--- config.mk ---
export PLATFORM = sky130hd
export DESIGN_NAME = fsync_gen
export DESIGN_NICKNAME = d
export VERILOG_FILES = /design/src/rtl/fsync_pkg.sv /design/src/rtl/fsync_edge_sync.sv /design/src/rtl/fsync_divider.sv /design/src/rtl/fsync_gen.sv
export SDC_FILE = /design/constraint.sdc
export NUM_CORES = 1
export LEC_CHECK = 0
export BUFFER_PORTS_ARGS = -buffer_cell sky130_fd_sc_hd__buf_2
export CAP_MARGIN = 20
export CELL_PAD_IN_SITES_DETAIL_PLACEMENT = 1
export CELL_PAD_IN_SITES_GLOBAL_PLACEMENT = 1
export CORE_MARGIN = 5
export CORE_UTILIZATION = 43
export DETAILED_ROUTE_END_ITERATION = 10
export HOLD_SLACK_MARGIN = 0.15
export PLACE_DENSITY_LB_ADDON = 0.1
export SLEW_MARGIN = 20
export SYNTH_ARGS = -nofsm -noshare
export SYNTH_HDL_FRONTEND = slang
export SYNTH_HIERARCHICAL = 1
export SYNTH_SLANG_ARGS = --single-unit
--- constraint.sdc ---
create_clock -name clk -period 2.1 [get_ports clk]
set_input_delay 0.42 -clock clk [delete_from_list [all_inputs] [get_ports clk]]
set_output_delay 0.42 -clock clk [all_outputs]
set_load 0.02 [all_outputs]
--- src/rtl/fsync_pkg.sv ---
package fsync_pkg;

    typedef enum logic {
        ROLE_MASTER = 1'b0,
        ROLE_SLAVE  = 1'b1
    } role_e;

    typedef struct packed {
        logic frame;
        logic multi;
    } sync_pair_t;

    // Half-period index -> output levels. Even half-periods are frame-high;
    // the first 'ratio' half-periods of a multiframe are multiframe-high.
    function automatic sync_pair_t phase_to_sync(input int unsigned idx,
                                                 input int unsigned ratio);
        sync_pair_t s;
        s.frame = (idx % 2) == 0;
        s.multi = idx < ratio;
        return s;
    endfunction

endpackage

--- src/rtl/fsync_edge_sync.sv ---
module fsync_edge_sync #(
    parameter int STAGES = 2
) (
    input  logic clk,
    input  logic rst,
    input  logic async_i,
    output logic rise_o
);
    // chain[0..STAGES-1] is the synchronizer, chain[STAGES] holds the prior value
    logic [STAGES:0] chain;

    always_ff @(posedge clk) begin
        if (rst) chain[0] <= 1'b0;
        else     chain[0] <= async_i;
    end

    for (genvar g = 1; g <= STAGES; g++) begin : g_stage
        always_ff @(posedge clk) begin
            if (rst) chain[g] <= 1'b0;
            else     chain[g] <= chain[g-1];
        end
    end

    assign rise_o = chain[STAGES-1] & ~chain[STAGES];

    // one pulse per rising edge, never two in a row
    p_single_pulse_r7: assert property (@(posedge clk) disable iff (rst)
        rise_o |=> !rise_o);

endmodule

--- src/rtl/fsync_divider.sv ---
module fsync_divider
    import fsync_pkg::*;
#(
    parameter int HALF_CYC = 1215,
    parameter int MF_RATIO = 4
) (
    input  logic       clk,
    input  logic       rst,
    input  logic       reload_i,
    output sync_pair_t sync_o
);
    localparam int CNT_W = (HALF_CYC > 1) ? $clog2(HALF_CYC) : 1;
    localparam int IDX_N = 2 * MF_RATIO;
    localparam int IDX_W = (IDX_N > 1) ? $clog2(IDX_N) : 1;

    logic [CNT_W-1:0] cnt_q;
    logic [IDX_W-1:0] idx_q;
    logic             wrap;

    assign wrap = (cnt_q == CNT_W'(HALF_CYC - 1));

    always_ff @(posedge clk) begin
        if (rst || reload_i) begin
            cnt_q <= '0;
            idx_q <= '0;
        end else if (wrap) begin
            cnt_q <= '0;
            idx_q <= (idx_q == IDX_W'(IDX_N - 1)) ? '0 : idx_q + IDX_W'(1);
        end else begin
            cnt_q <= cnt_q + CNT_W'(1);
        end
    end

    assign sync_o = phase_to_sync(32'(idx_q), MF_RATIO);

    p_cnt_range_r1: assert property (@(posedge clk) disable iff (rst)
        cnt_q < CNT_W'(HALF_CYC));

    p_frame_hold_r1: assert property (@(posedge clk) disable iff (rst)
        (!wrap && !reload_i) |=> $stable(sync_o.frame));

    p_multi_on_frame_r4: assert property (@(posedge clk) disable iff (rst)
        $rose(sync_o.multi) |-> sync_o.frame);

    p_reload_start_r6: assert property (@(posedge clk) disable iff (rst)
        reload_i |=> (sync_o.frame && sync_o.multi && cnt_q == '0));

endmodule

--- src/rtl/fsync_gen.sv ---
module fsync_gen
    import fsync_pkg::*;
#(
    parameter int HALF_CYC    = 1215,
    parameter int MF_RATIO    = 4,
    parameter int SYNC_STAGES = 2
) (
    input  logic clk,
    input  logic rst,
    input  logic role_sel,
    input  logic partner_mf,
    output logic frame_sync,
    output logic multi_sync
);
    role_e      role_q;
    logic       partner_rise;
    logic       reload;
    sync_pair_t sync_w;

    // role register, loaded during reset and tracking the pin afterwards
    always_ff @(posedge clk) begin
        role_q <= role_e'(role_sel);
    end

    fsync_edge_sync #(.STAGES(SYNC_STAGES)) u_sync (
        .clk     (clk),
        .rst     (rst),
        .async_i (partner_mf),
        .rise_o  (partner_rise)
    );

    assign reload = partner_rise && (role_q == ROLE_SLAVE);

    fsync_divider #(.HALF_CYC(HALF_CYC), .MF_RATIO(MF_RATIO)) u_div (
        .clk      (clk),
        .rst      (rst),
        .reload_i (reload),
        .sync_o   (sync_w)
    );

    assign frame_sync = sync_w.frame;
    assign multi_sync = sync_w.multi;

    p_slave_realign_r6: assert property (@(posedge clk) disable iff (rst)
        (role_q == ROLE_SLAVE && partner_rise) |=> (frame_sync && multi_sync));

endmodule

==> results_dict.tcl <==
set metrics [dict create \
    reg2reg_depth 5 \
    cp_data_arrival_time_ns 1.81 \
    slew_violations 0 \
    grt_pass1_vias 713 \
    crit_path_cell_trace "inv_1, ha_1, nand2b_1, o31ai_2, nor2_1" \
    relSlewSlack_pct 58.6 \
    ys_seq_area_share_pct 42.5 \
    finalWeightedCongestion 0.692 \
    synth_edf_count 0 \
    slowest_delay_ns 0.61 \
    cts.sinks 18 \
    syn_area_sq_um 847 \
    fin_tns_setup_ns 0 \
    path_class "flip-flop to flip-flop" \
    finalWirelength_um 1760 \
    dp_cells 123 \
    r2r_slack_ns 0.45 \
    peakVddDrop_v 0.000320 \
    nets 109 \
    met2_usage_pct 25.3 \
    grt_pass1_wl_um 3240 \
    critPathLaunchType "flip-flop" \
    die_w_um 54.4 \
    min_period_ns 1.65 \
    area_delta_synth_final_pct 9.45 \
    cts_hold_buffers 0 \
    initial_utilization_pct 44.1 \
    clkLatencyLatePin_ns 0.29 \
    syn_avg_cell_area_sq_um 9.01 \
    async_reset_ff_share_pct 0 \
    drtIter0Drc 11 \
    required_ns 2.26 \
    max_freq_mhz 606 \
    cts_max_level 1 \
    num_io_pins 6 \
    power_density_nw_per_um2 650 \
    grt_max_degree 11 \
    ant_nets 0 \
    grtUsageMet1_pct 18.9 \
    outcome "finished, final reports clean" \
    antenna_found_initial 0 \
    synth_area_leaders "dfxtp_1 43%, ha_1 5.9%, a21oi_1 4.1%" \
    core_sq_um 1920 \
    final_cell_mix "18 x dfxtp_1, 7 x inv_1, 7 x nor2_1, 7 x a21oi_1" \
    grt-busiest-layer "met2" \
    critPathCaptureType "flip-flop" \
    drive_gt1_share_pct 14.0 \
    r2r-start "u_div/cnt_q[0]" \
    die_h_um 54.4 \
    period_share_pct 78.5 \
    drc_errors 0 \
    rows 16 \
    p_leak_nw 0.311 \
    hold_path_end "role_q" \
    syn_nets 102 \
    cts.path.max_buffers 2 \
    worst_pin_slew_ns 0.617 \
    synth-main-ff-cell "dfxtp_1" \
    post-dp-hpwl_um 1200 \
    met3_usage_pct 2.45 \
    syn_inst 94 \
    crit_fanout 9 \
    overflow 0 \
    final_hold_viol_count 0 \
    cpMaxStageDelayCell "o31ai_2" \
    clock_skew_ns 0.00315 \
    instances_no_fill 127 \
    post_cts_buffers 0 \
    yosysTopAreaCell "dfxtp_1" \
    ctsResizeCount 0 \
    yosysTopAreaCellShare_pct 42.5 \
    firstDrtPassIters 6 \
    hold_start "role_sel" \
    path_clk_slew_ns 0.10 \
    hold-path-cell-count 1 \
    routedWlPerCell_um 13.9 \
    root_buffer "clkbuf_4" \
    synth_cell_types 31 \
    maxCapViolations 0 \
    cts_tree "done" \
    num_antenna_cells 0 \
    vias_per_cell 5.80 \
    ys_warn_count 6 \
    dr_total_vias 737 \
    portBuffers 5 \
    r2r_end "u_div/cnt_q[3]" \
    dieArea_sq_um 2960 \
    mostFrequentLayoutCell "dfxtp_1" \
    cts_buffers 3 \
    hold_path.class "primary input to flip-flop" \
    gr-usage-all-layers_pct 15.1 \
    rsz0062_at_grt "no" \
    setup_viol 0 \
    ys_ff_latch 18 \
]
-- final cells by class --
class	count	area (sq um)
well taps	27	33.8
multi-input cells	65	438
flip-flops and latches	18	360
repair buffers	6	32.5
fillers	237	995
clock buffers	4	36.3
inverters	7	26.3
-- cells in the mapped netlist (2+ instances only) --
cell type and instances:
or4_1 4, a31oi_1 2, dfxtp_1 18, nand2b_1 2, inv_1 7, a21oi_1 7
nand2_1 5, nor2_1 7, nand4bb_1 2, nor2b_1 3, nand3_1 3, ha_1 4
nand4_1 2, or3_1 5, clkbuf_1 2, o21ai_0 3, o31ai_1 4
-- layer usage --
layer  vias up  part of all wire, %  routed length, um
met5         -                    0                  0
met4         0                 0.68                 12
met3         2                  2.9                 51
met2         8                   49                865
met1       372                   47                833
li1        355                    -                  -
-- critical path, delay by kind of cell, from the launching register on --
family | cells | cell delay, ns
AND/OR/NAND/NOR | 2 | 0.31
AO/OA/AOI/OAI | 1 | 0.61
flip-flops | 1 | 0.36
adder cells (fa/ha/maj) | 1 | 0.18
buffers and inverters | 1 | 0.06
-- worst max path at each step --
stage / from / endpoint
floorplan: u_div/idx_q[0] / u_div/idx_q[2]
global placement: u_div/cnt_q[5] / u_div/idx_q[0]
detailed placement: u_div/cnt_q[0] / u_div/cnt_q[3]
CTS: u_div/cnt_q[0] / u_div/cnt_q[3]
global route: u_div/cnt_q[7] / u_div/cnt_q[2]
finish: u_div/cnt_q[0] / u_div/cnt_q[3]
-- report_power, final --
group	total, W	internal (W)	switching (W)	leakage [nW]
sequential	0.000357	0.000350	0.00000704	0.146
clock	0.000211	0.000106	0.000106	0.0210
combinational	0.0000338	0.0000129	0.0000208	0.144
total	0.000602	0.000469	0.000134	0.311
-- through the flow --
step / hold WS (ns) / util, % / instance area (sq um) / power (W) / setup slack (ns)
floorplan: 0.414 / - / 847 / 0.000387 / 0.632
global placement: 0.432 / 46.4 / 891 / 0.000396 / 0.527
detailed placement: 0.436 / 46.4 / 891 / 0.000399 / 0.511
CTS: 0.211 / 48.2 / 927 / 0.000613 / 0.451
global route: 0.201 / 48.2 / 927 / 0.000640 / 0.283
finish: 0.221 / 48.2 / 927 / 0.000602 / 0.451
-- state kept, by name, summed over array words and instances, names as in the netlist --
name	flops
u_sync/chain	3
u_div/idx_q	3
u_div/cnt_q	11
role_q	1
-- logic make-up (layout without fill, tap and decap cells) --
kind of cell             after synthesis  count (layout)  share of synthesized area (%)
AND/OR/NAND/NOR                       38              38                           27.3
XOR/XNOR                               2               2                           2.07
buffers and inverters                 11              17                           5.76
adder cells (fa/ha/maj)                4               4                           5.91
AO/OA/AOI/OAI                         21              21                           16.4
flip-flops                            18              18                           42.5
Note: power is estimated with default switching activity, not from simulation.
